==> src/rtl/pmc_pkg.sv <==
package pmc_pkg;
  typedef enum logic [2:0] {
    ST_RUN      = 3'd0,
    ST_SLOW     = 3'd1,
    ST_IDLE     = 3'd2,
    ST_SLP_ENT  = 3'd3,
    ST_SLEEP    = 3'd4,
    ST_DEEP     = 3'd5,
    ST_OSC_STAB = 3'd6,
    ST_SLP_EXIT = 3'd7
  } pm_state_e;

  localparam logic [2:0] MODE_RUN   = 3'd0;
  localparam logic [2:0] MODE_SLOW  = 3'd1;
  localparam logic [2:0] MODE_IDLE  = 3'd2;
  localparam logic [2:0] MODE_SLEEP = 3'd3;
  localparam logic [2:0] MODE_DEEP  = 3'd4;

  localparam logic [1:0] SEL_MODE = 2'd0;
  localparam logic [1:0] SEL_WCLR = 2'd1;
  localparam logic [1:0] SEL_STAB = 2'd2;

  localparam int WAKE_N = 4;

  function automatic logic [2:0] state_to_mode(pm_state_e s);
    case (s)
      ST_RUN:                             state_to_mode = MODE_RUN;
      ST_SLOW:                            state_to_mode = MODE_SLOW;
      ST_IDLE:                            state_to_mode = MODE_IDLE;
      ST_SLP_ENT, ST_SLEEP, ST_SLP_EXIT:  state_to_mode = MODE_SLEEP;
      default:                            state_to_mode = MODE_DEEP;
    endcase
  endfunction
endpackage

==> src/rtl/pmc_wake_sync.sv <==
module pmc_wake_sync #(
  parameter int N = 4
) (
  input  logic         clk,
  input  logic         rst_n,
  input  logic [N-1:0] async_in,
  output logic [N-1:0] sync_out
);
  logic [N-1:0] meta_q;
  logic [N-1:0] sync_q;

  for (genvar i = 0; i < N; i++) begin : g_bit
    always_ff @(posedge clk or negedge rst_n) begin
      if (!rst_n) begin
        meta_q[i] <= 1'b0;
        sync_q[i] <= 1'b0;
      end else begin
        meta_q[i] <= async_in[i];
        sync_q[i] <= meta_q[i];
      end
    end
  end

  assign sync_out = sync_q;
endmodule

==> src/rtl/pmc_regs.sv <==
module pmc_regs
  import pmc_pkg::*;
#(
  parameter int DATA_W   = 8,
  parameter int STAB_RST = 16
) (
  input  logic              clk,
  input  logic              rst_n,
  input  logic              cfg_we,
  input  logic [1:0]        cfg_sel,
  input  logic [DATA_W-1:0] cfg_wdata,
  input  logic              wake_exit,
  input  logic [WAKE_N-1:0] wake_vec,
  output logic              mode_wr,
  output logic [2:0]        mode_code,
  output logic [DATA_W-1:0] stab_val,
  output logic [WAKE_N-1:0] wake_rec
);
  logic [DATA_W-1:0] stab_q;
  logic [WAKE_N-1:0] rec_q, rec_d;
  logic              stab_en, rec_en, clr_wr;

  assign mode_wr   = cfg_we && (cfg_sel == SEL_MODE);
  assign mode_code = cfg_wdata[2:0];
  assign clr_wr    = cfg_we && (cfg_sel == SEL_WCLR);
  assign stab_en   = cfg_we && (cfg_sel == SEL_STAB);
  assign rec_en    = clr_wr || wake_exit;

  always_comb begin
    rec_d = rec_q;
    if (clr_wr)    rec_d = rec_d & ~cfg_wdata[WAKE_N-1:0];
    if (wake_exit) rec_d = rec_d | wake_vec;
  end

  always_ff @(posedge clk or negedge rst_n) begin
    if (!rst_n)       stab_q <= DATA_W'(STAB_RST);
    else if (stab_en) stab_q <= cfg_wdata;
  end

  always_ff @(posedge clk or negedge rst_n) begin
    if (!rst_n)      rec_q <= '0;
    else if (rec_en) rec_q <= rec_d;
  end

  assign stab_val = stab_q;
  assign wake_rec = rec_q;
endmodule

==> src/rtl/pmc_fsm.sv <==
module pmc_fsm
  import pmc_pkg::*;
#(
  parameter int CNT_W = 8
) (
  input  logic             clk,
  input  logic             rst_n,
  input  logic             mode_wr,
  input  logic [2:0]       mode_code,
  input  logic             cpu_irq,
  input  logic             dma_req,
  input  logic             bus_grant,
  input  logic             sref_ack,
  input  logic             wake_any,
  input  logic [CNT_W-1:0] stab_val,
  output pm_state_e        state,
  output logic             wake_exit
);
  pm_state_e  state_q, state_d;
  logic [CNT_W-1:0] cnt_q, cnt_d;
  logic       deep_q, deep_d;
  logic       cnt_en, deep_en;
  logic       awake_code;

  assign awake_code = (mode_code == MODE_RUN) || (mode_code == MODE_SLOW) ||
                      (mode_code == MODE_IDLE);

  always_comb begin
    state_d   = state_q;
    cnt_d     = cnt_q;
    deep_d    = deep_q;
    wake_exit = 1'b0;
    case (state_q)
      ST_RUN, ST_SLOW: begin
        if (mode_wr && awake_code) state_d = pm_state_e'(mode_code);
      end
      ST_IDLE: begin
        if (cpu_irq || dma_req) begin
          state_d = ST_RUN;
        end else if (mode_wr) begin
          if (awake_code) begin
            state_d = pm_state_e'(mode_code);
          end else if ((mode_code == MODE_SLEEP || mode_code == MODE_DEEP) &&
                       bus_grant && !wake_any) begin
            state_d = ST_SLP_ENT;
            deep_d  = (mode_code == MODE_DEEP);
          end
        end
      end
      ST_SLP_ENT: begin
        if (sref_ack) state_d = deep_q ? ST_DEEP : ST_SLEEP;
      end
      ST_SLEEP: begin
        if (wake_any) begin
          state_d   = ST_SLP_EXIT;
          wake_exit = 1'b1;
        end
      end
      ST_DEEP: begin
        if (wake_any) begin
          state_d   = ST_OSC_STAB;
          cnt_d     = stab_val;
          wake_exit = 1'b1;
        end
      end
      ST_OSC_STAB: begin
        if (cnt_q == '0) state_d = ST_SLP_EXIT;
        else             cnt_d   = cnt_q - 1'b1;
      end
      ST_SLP_EXIT: begin
        if (!sref_ack) state_d = ST_RUN;
      end
      default: state_d = ST_RUN;
    endcase
  end

  assign cnt_en  = (state_q == ST_DEEP) || (state_q == ST_OSC_STAB);
  assign deep_en = (state_q == ST_IDLE);

  always_ff @(posedge clk or negedge rst_n) begin
    if (!rst_n) state_q <= ST_RUN;
    else        state_q <= state_d;
  end

  always_ff @(posedge clk or negedge rst_n) begin
    if (!rst_n)      cnt_q <= '0;
    else if (cnt_en) cnt_q <= cnt_d;
  end

  always_ff @(posedge clk or negedge rst_n) begin
    if (!rst_n)       deep_q <= 1'b0;
    else if (deep_en) deep_q <= deep_d;
  end

  assign state = state_q;
endmodule

==> src/rtl/pwr_mode_ctrl.sv <==
module pwr_mode_ctrl
  import pmc_pkg::*;
#(
  parameter int DATA_W   = 8,
  parameter int STAB_RST = 16
) (
  input  logic              clk,
  input  logic              rst_n,
  input  logic              cfg_we,
  input  logic [1:0]        cfg_sel,
  input  logic [DATA_W-1:0] cfg_wdata,
  input  logic              cpu_irq,
  input  logic              dma_req,
  input  logic              bus_grant,
  input  logic              sref_ack,
  input  logic              wake_key,
  input  logic              wake_alarm,
  input  logic              wake_rstreq,
  input  logic              ring_ind,
  output logic              bus_req,
  output logic              sref_req,
  output logic              clk_gate_en,
  output logic              osc_pll_en,
  output logic              cpu_half,
  output logic              irq_ring,
  output logic [2:0]        stat_mode,
  output logic [3:0]        stat_wake
);
  localparam int RING_BIT = WAKE_N - 1;

  logic [WAKE_N-1:0] wake_raw, wake_s;
  logic              mode_wr, wake_exit, wake_any;
  logic [2:0]        mode_code;
  logic [DATA_W-1:0] stab_val;
  pm_state_e         state;

  assign wake_raw = {ring_ind, wake_rstreq, wake_alarm, wake_key};
  assign wake_any = |wake_s;

  pmc_wake_sync #(.N(WAKE_N)) u_sync (
    .clk      (clk),
    .rst_n    (rst_n),
    .async_in (wake_raw),
    .sync_out (wake_s)
  );

  pmc_regs #(.DATA_W(DATA_W), .STAB_RST(STAB_RST)) u_regs (
    .clk       (clk),
    .rst_n     (rst_n),
    .cfg_we    (cfg_we),
    .cfg_sel   (cfg_sel),
    .cfg_wdata (cfg_wdata),
    .wake_exit (wake_exit),
    .wake_vec  (wake_s),
    .mode_wr   (mode_wr),
    .mode_code (mode_code),
    .stab_val  (stab_val),
    .wake_rec  (stat_wake)
  );

  pmc_fsm #(.CNT_W(DATA_W)) u_fsm (
    .clk       (clk),
    .rst_n     (rst_n),
    .mode_wr   (mode_wr),
    .mode_code (mode_code),
    .cpu_irq   (cpu_irq),
    .dma_req   (dma_req),
    .bus_grant (bus_grant),
    .sref_ack  (sref_ack),
    .wake_any  (wake_any),
    .stab_val  (stab_val),
    .state     (state),
    .wake_exit (wake_exit)
  );

  always_comb begin
    bus_req     = !(state == ST_RUN || state == ST_SLOW);
    sref_req    = (state == ST_SLP_ENT) || (state == ST_SLEEP) ||
                  (state == ST_DEEP) || (state == ST_OSC_STAB);
    clk_gate_en = !((state == ST_SLEEP) || (state == ST_DEEP) ||
                    (state == ST_OSC_STAB));
    osc_pll_en  = (state != ST_DEEP);
    cpu_half    = (state == ST_SLOW);
    irq_ring    = wake_s[RING_BIT] &&
                  ((state == ST_RUN) || (state == ST_SLOW) || (state == ST_IDLE));
    stat_mode   = state_to_mode(state);
  end
endmodule

==> config.mk <==
export PLATFORM = sky130hd
export DESIGN_NAME = pwr_mode_ctrl
export DESIGN_NICKNAME = d
export VERILOG_FILES = /design/src/rtl/pmc_pkg.sv /design/src/rtl/pmc_wake_sync.sv /design/src/rtl/pmc_regs.sv /design/src/rtl/pmc_fsm.sv /design/src/rtl/pwr_mode_ctrl.sv
export SDC_FILE = /design/constraint.sdc
export NUM_CORES = 1
export LEC_CHECK = 0
export ABC_AREA = 1
export BUFFER_PORTS_ARGS = -buffer_cell sky130_fd_sc_hd__buf_2
export CAP_MARGIN = 15
export CORE_ASPECT_RATIO = 1.2
export CORE_MARGIN = 2
export CORE_UTILIZATION = 45
export CTS_CLUSTER_DIAMETER = 200
export DETAILED_ROUTE_END_ITERATION = 10
export GPL_ROUTABILITY_DRIVEN = 0
export PLACE_DENSITY = 0.67
export SLEW_MARGIN = 40
export SYNTH_ARGS = -nofsm -noshare
export SYNTH_HDL_FRONTEND = slang
export SYNTH_SLANG_ARGS = --single-unit
==> constraint.sdc <==
create_clock -name clk -period 2.5 [get_ports clk]
set_input_delay 0.375 -clock clk [delete_from_list [all_inputs] [get_ports clk]]
set_output_delay 0.375 -clock clk [all_outputs]
set_load 0.01 [all_outputs]
==> impl_metrics.py, run 1 <==
metrics = {
    "drt": {
        "first_iter_violations": 37,
        "wl_per_cell_um": 11.0,
        "vias_per_cell": 4.73,
        "vias": 1519,
        "firstDrtPassIters": 4,
        "drc": 0,
        "wirelength_mm": 3.54,
        "antenna_left": 0,
    },
    "clocking": {
        "clk_pin_slew_ns": 0.07,
        "clock-sinks": 32,
        "numCtsBuffers": 5,
        "cts_tree": "done",
        "cts_resized": 0,
        "cts.htree.levels": 2,
        "cts_hold_buffers": 0,
        "insertion_delay_ns": 0.29,
        "cts_root_buf": "clkbuf_8",
        "post-cts-setup-buffers": 0,
        "clk_path_buf_depth": 2,
    },
    "placed_design": {
        "placed_area_um2": 1920,
        "dp_hpwl_mm": 2.72,
        "io_buffers": 33,
        "place_inst": 313,
    },
    "synthesis": {
        "synth.avg_cell_area_um2": 7.45,
        "syn-num-nets": 254,
        "ys_types": 21,
        "ys_seq_area_share_pct": 46.6,
        "synth_area_um2": 1720,
        "syn-instance-count": 231,
        "synth-seq-cells": 32,
        "ys_warn_count": 0,
    },
    "cells_and_area": {
        "layout.cells.non_filler": 321,
        "final_cell_area_um2": 2020,
        "area_growth_pct": 17.2,
        "drive_above_1_share_pct": 21.6,
        "final_nets": 291,
        "diodes": 0,
    },
    "power": {
        "comb_power_share_pct": 48.4,
        "vdd_drop_max_mv": 0.693,
        "power.internal_mw": 1.25,
        "power.leakage_nw": 1.07,
        "p_switching_mw": 1.04,
        "clkPwrFrac_pct": 17.5,
        "switching_share_pct": 45.4,
        "powerDensity_nw_per_um2": 1140,
        "p_seq_share_pct": 34.2,
    },
    "die": {
        "start_util_pct": 47.0,
        "dieHeight_um": 71.7,
        "ioPinCount": 34,
        "die_x_um": 60.4,
        "core_um2": 3660,
        "die-area_um2": 4340,
        "rows": 24,
    },
    "sta": {
        "drv_slew": 0,
        "grt_setup_unrepaired": "false",
        "slew_headroom_pct": 54.5,
        "hold_viol": 0,
        "tns_ns": 0,
        "finClkSkew_ns": 0.00528,
        "worst_pin_slew_ns": 0.682,
        "max_freq_mhz": 560,
        "setup_viol": 0,
        "min_period_ns": 1.79,
        "period_share_pct": 71.4,
    },
    "grt": {
        "grt_max_degree": 33,
        "gr-total-overflow": 0,
        "grt_usage_pct": 19.1,
        "antenna_found_initial": 0,
        "grt_pass1_vias": 1512,
        "grt_pass1_wl_mm": 6.31,
    },
    "min_path": {
        "hp-class": "input pin to asynchronous set/reset pin",
    },
    "flow_run": {
        "cap_violations": 0,
    },
    "critical_path": {
        "cpMostUsedCell": "nand2_1",
        "worstSetupStartpointType": "register",
        "slowest_delay_ns": 0.44,
        "crit_required_ns": 2.12,
        "startpoint": "u_fsm.state[1]",
        "reg2reg_to": "u_fsm.cnt_q[7]",
        "worstPathMaxFanout": 6,
        "slowest_stage": "dfrtp_1",
        "path_class": "register to output pin",
        "end_kind": "output pin",
        "crit_end": "stat_mode[0]",
        "worst-r2r-cell-count": 7,
        "r2r_slack_ns": 0.77,
        "cp_cell_sequence": "nand2_1, inv_1, a21oi_1, nand2_1, buf_2",
        "r2r_start": "u_fsm.state[2]",
        "critPathArrivalTime_ns": 1.41,
    },
    "outcome": {
        "status": "complete, no violations",
    },
}
how the worst min path moves through the flow:
stage                startpoint                  to  slack [ns]  cells after the start
4_1_cts                   rst_n    u_sync.meta_q[2]        0.15                      1
3_3_place_gp   u_sync.meta_q[0]  u_sync.sync_out[0]        0.33                      0
3_5_place_dp   u_sync.meta_q[2]  u_sync.sync_out[2]        0.34                      0
2_1_floorplan             rst_n      u_fsm.cnt_q[0]        0.08                      0
6_report                  rst_n      u_fsm.cnt_q[0]        0.12                      1
5_1_grt                   rst_n  u_regs.wake_rec[2]        0.17                      1
critical path, delay by kind of cell, from the launching register on:
kind / cells / cell delay (ns)
AO/OA/AOI/OAI: 1 / 0.21
flip-flops: 1 / 0.44
AND/OR/NAND/NOR: 2 / 0.25
buffers and inverters: 2 / 0.23
metal layers:
| metal | track usage [%] | share of wire, % |
|---|---|---|
| met5 | 0 | 0 |
| met4 | 7.49 | 1.6 |
| met3 | 4.69 | 4.7 |
| met2 | 31.4 | 48 |
| met1 | 23.7 | 46 |
synth_stat cells:
cell,n,area share (%)
o21bai_1,1,0.44
nor2_4,2,1.3
inv_2,2,0.44
clkbuf_1,1,0.22
buf_4,1,0.44
and3_1,1,0.36
a21oi_1,7,2.0
nand2_1,75,16
buf_6,2,1.3
o21ai_2,5,2.5
mux2_2,1,0.65
inv_1,26,5.7
nor2_2,2,0.73
ha_1,2,1.5
dfrtp_1,31,45
o21ai_0,21,6.1
inv_8,1,0.65
dfstp_2,1,1.5
nand3_1,23,6.7
nor2_1,24,5.2
nand2_2,2,0.73
state kept, by name, indices dropped and copies added (netlist names):
signal           flops
u_sync.sync_out      4
u_sync.meta_q        4
u_regs.wake_rec      4
u_fsm.deep_q         1
u_fsm.cnt_q          8
u_regs.stab_val      8
u_fsm.state          3
placed cells by master, fill, tap and decap left out:
cell type / instances
nand2_1: 75
buf_2: 33
dfrtp_1: 31
inv_1: 26
nor2_1: 24
nand3_1: 23
o21ai_0: 21
a21oi_1: 7
o21ai_2: 5
clkbuf_8: 5
nand2_2: 2
nor2_2: 2
nor2_4: 2
inv_2: 2
ha_1: 2
clkinvlp_4: 2
inv_8: 1
and3_1: 1
o21bai_1: 1
mux2_2: 1
clkinv_4: 1
buf_4: 1
dfstp_2: 1
cells by family (layout without fill, tap and decap cells):
| family | count (synthesis) | count (layout) | synth area share [%] |
|---|---|---|---|
| DFF | 32 | 32 | 46.6 |
| and+or+nand+nor | 129 | 129 | 31.4 |
| buffers and inverters | 33 | 71 | 8.73 |
| AOI/OAI and AO/OA | 34 | 34 | 11.1 |
| adders and majority gates | 2 | 2 | 1.45 |
| muxes | 1 | 1 | 0.654 |
through the flow:
stage | worst slack (ns) | power (mW) | hold slack [ns] | utilization, %
global placement | 0.888 | 1.89 | 0.331 | 52.5
finish | 0.714 | 2.29 | 0.123 | 55.1
CTS | 0.724 | 2.31 | 0.153 | 55.1
detailed placement | 0.807 | 1.90 | 0.336 | 52.5
global route | 0.593 | 2.52 | 0.172 | 55.1
floorplan | 1.07 | 1.63 | 0.0794 | -
power by group through the flow:
stage	clock network [mW]	registers, mW	logic [mW]
2_1_floorplan	0	0.760	0.867
3_3_place_gp	0	0.787	1.10
3_5_place_dp	0	0.791	1.11
4_1_cts	0.413	0.782	1.12
5_1_grt	0.437	0.805	1.28
6_report	0.400	0.784	1.11
area by class of cell:
| cell class | count | area, µm² |
|---|---|---|
| well taps | 52 | 65.1 |
| multi-input cells | 166 | 768 |
| repair buffers | 34 | 173 |
| fillers | 389 | 1650 |
| clock buffers | 5 | 68.8 |
| inverters | 29 | 116 |
| flip-flops and latches | 32 | 802 |
| clock inverters | 3 | 23.8 |
No activity file was read; power rests on OpenSTA's default activity.
==> run 2, diff against run 1 <==
Settings changed: ABC_AREA 1 to 0, PLACE_DENSITY 0.67 to 0.7.
Clock period 2.5 ns to 1.62 ns, I/O delays scaled along.
==> run 2 against run 1 <==
Net effect: the flow now finishes with violations (negative setup slack); synthesized cell count decreased by 28%; first-iteration DRC count increased by 59%; clock skew increased by 0.0064 ns; critical endpoint is now u_fsm.deep_q; synthesized area decreased by 4.7%; flip-flop and latch count unchanged.
==> impl_metrics.py, run 2 <==
metrics = {
    "clocking": {
        "cts_tree": "done",
        "clk_pin_slew_ns": 0.07,
        "cts_root_buf": "clkbuf_8",
        "cts_hold_buffers": 0,
        "clk_path_buf_depth": 2,
        "cts.htree.levels": 2,
        "clock-sinks": 32,
        "numCtsBuffers": 5,
        "insertion_delay_ns": 0.28,
    },
    "critical_path": {
        "worstSetupStartpointType": "register",
        "path_class": "register to register",
        "critPathArrivalTime_ns": 2.08,
        "slowest_stage": "or4_4",
        "slowest_delay_ns": 0.53,
        "end_kind": "register",
        "cp_cell_sequence": "or3_4, or3_4, or4_4, a21oi_2, nor2_1",
        "cpMostUsedCell": "or3_4",
        "worstPathMaxFanout": 3,
        "crit_required_ns": 1.78,
    },
    "synthesis": {
        "synth_area_um2": 1640,
        "synthTopCellsByCount": "dfrtp_1, a21oi_1, nor2_1",
        "synth_top_area_cell": "dfrtp_1",
        "syn-num-nets": 189,
        "synth-edff-count": 0,
        "synth_ff_type": "dfrtp_1",
        "ys_seq_area_share_pct": 48.9,
        "synth.top_cell.area_share_pct": 47.3,
        "ys_types": 40,
        "ys_warn_count": 0,
        "synth.avg_cell_area_um2": 9.88,
        "ys_top_cells_by_area": "dfrtp_1, a21oi_1, mux2_2",
        "syn-instance-count": 166,
        "synth-seq-cells": 32,
        "synth.most_common_cell": "dfrtp_1",
        "synthArstFlopShare_pct": 100,
    },
    "die": {
        "die-area_um2": 4150,
        "die_x_um": 59.1,
        "ioPinCount": 34,
        "start_util_pct": 45.9,
        "core_um2": 3570,
        "rows": 24,
        "dieHeight_um": 70.1,
    },
    "sta": {
        "timing.hold.ws_ns": 0.00342,
        "period_share_pct": 118,
        "slew_headroom_pct": 51.9,
        "max_freq_mhz": 522,
        "drv_slew": 0,
        "min_period_ns": 1.92,
        "hold_viol": 0,
        "finClkSkew_ns": 0.0117,
        "setup_viol": 14,
        "worst_pin_slew_ns": 0.722,
        "worst_slack_ns": -0.295,
        "grt_setup_unrepaired": "true",
    },
    "drt": {
        "vias": 1675,
        "drc": 0,
        "first_iter_violations": 59,
        "vias_per_cell": 5.82,
        "wirelength_mm": 4.88,
        "firstDrtPassIters": 4,
        "wl_per_cell_um": 16.9,
        "antenna_left": 0,
    },
    "power": {
        "power.internal_mw": 3.26,
        "powerDensity_nw_per_um2": 2040,
        "p_seq_share_pct": 23.6,
        "clkPwrFrac_pct": 14.3,
        "vdd_drop_max_mv": 1.42,
        "p_total_mw": 5.25,
        "power.leakage_nw": 1.19,
        "switching_share_pct": 37.9,
        "comb_power_share_pct": 62.1,
        "p_switching_mw": 1.99,
    },
    "placed_design": {
        "dp_hpwl_mm": 3.13,
        "io_buffers": 33,
    },
    "grt": {
        "grt_pass1_vias": 1636,
        "grt_pass1_wl_mm": 7.36,
        "antenna_found_initial": 0,
        "gr-total-overflow": 0,
        "grt_usage_pct": 23.7,
        "grt_max_degree": 33,
    },
    "outcome": {
        "violations": "negative setup slack",
        "status": "finished, violations left",
    },
    "flow_run": {
        "cap_violations": 0,
    },
    "cells_and_area": {
        "mostFrequentLayoutCells": "buf_4, buf_2, dfrtp_1",
        "drive_above_1_share_pct": 55.0,
        "final_common_cell": "buf_4",
        "area_growth_pct": 56.7,
        "diodes": 0,
        "final_nets": 271,
    },
    "min_path": {
        "hp-class": "input pin to asynchronous set/reset pin",
    },
}
## run 2: cell count changes after synthesis, moves of 7 or more
cell / previous run / this run
nand2_1: 75 / 10
inv_1: 26 / 5
nand3_1: 23 / 3
a21oi_1: 7 / 19
o21ai_0: 21 / 9
nor2_1: 24 / 15
clkbuf_1: 1 / 8
mux2_2: 1 / 8
## run 2: timing repair
item,CTS,global route
pin swaps,11,8
resized for setup,32,28
endpoints found under the setup margin,14,17
hold endpoints to repair,0,0
buffers inserted,7,9
## run 2: cells by family (layout without fill, tap and decap cells)
| logic type | Yosys count | after routing | share of synthesized area, % |
|---|---|---|---|
| AND/OR/NAND/NOR | 55 | 55 | 18.6 |
| buffers and inverters | 14 | 97 | 3.28 |
| adder cells (fa/ha/maj) | 2 | 2 | 1.53 |
| XOR/XNOR | 3 | 3 | 1.60 |
| multiplexers | 10 | 10 | 6.87 |
| AO/OA/AOI/OAI | 50 | 50 | 19.2 |
| flip-flops | 32 | 32 | 48.9 |
## run 2: path summary, 6_finish.rpt
| path | startpoint | to | slack (ns) | cells after the start |
|---|---|---|---|---|
| min | rst_n | u_fsm.state[2] | 0.003 | 1 |
| max | u_fsm.state[0] | u_fsm.deep_q | -0.30 | 5 |
| max reg2reg | u_fsm.state[0] | u_fsm.deep_q | -0.30 | 5 |
| min reg2reg | u_sync.meta_q[1] | u_sync.sync_out[1] | 0.35 | 0 |
| min in group clk | ring_ind | u_sync.meta_q[3] | 0.07 | 1 |
| max in group asynchronous | rst_n | u_fsm.state[2] | 1.12 | 1 |
## run 2: layout make-up
| cell class | count | area (µm²) |
|---|---|---|
| clock buffer | 6 | 72.6 |
| clock inverter | 2 | 35.0 |
| fill | 249 | 1000 |
| inverter | 5 | 18.8 |
| multi-input combinational | 120 | 973 |
| sequential | 32 | 803 |
| tap | 39 | 48.8 |
| timing repair buffer | 84 | 618 |
## run 2: power by group through the flow
stage,Combinational (mW),Clock [mW],Sequential (mW)
2_1_floorplan,1.28,0,1.22
3_3_place_gp,2.23,0,1.19
3_5_place_dp,2.30,0,1.22
4_1_cts,2.80,0.767,1.21
5_1_grt,3.47,0.795,1.26
6_report,3.26,0.751,1.24
## run 2: worst max-delay path, delay by kind of cell, from the launching register on
family	cells	cell delay [ns]
and+or+nand+nor	4	1.27
AOI/OAI and AO/OA	1	0.13
DFF	1	0.41
## run 2: through the flow
stage	setup TNS, ns	instances	area (µm²)	utilization [%]	setup slack (ns)
final	-1.56	288	2570	71.9	-0.295
after global routing	-2.21	288	2570	71.9	-0.346
after CTS	-1.44	280	2400	67.1	-0.265
after detailed placement	-1.08	265	2130	59.6	-0.290
after global placement	-0.793	265	2130	59.6	-0.251
after floorplan	-0.469	166	1670	-	-0.208
## run 2: layer usage
metal	global-route usage [%]	up-vias	part of all wire (%)
li1	-	763	-
met1	29.1	837	41
met2	39.5	63	52
met3	5.74	12	5.0
met4	9.09	0	2.0
met5	0	-	0
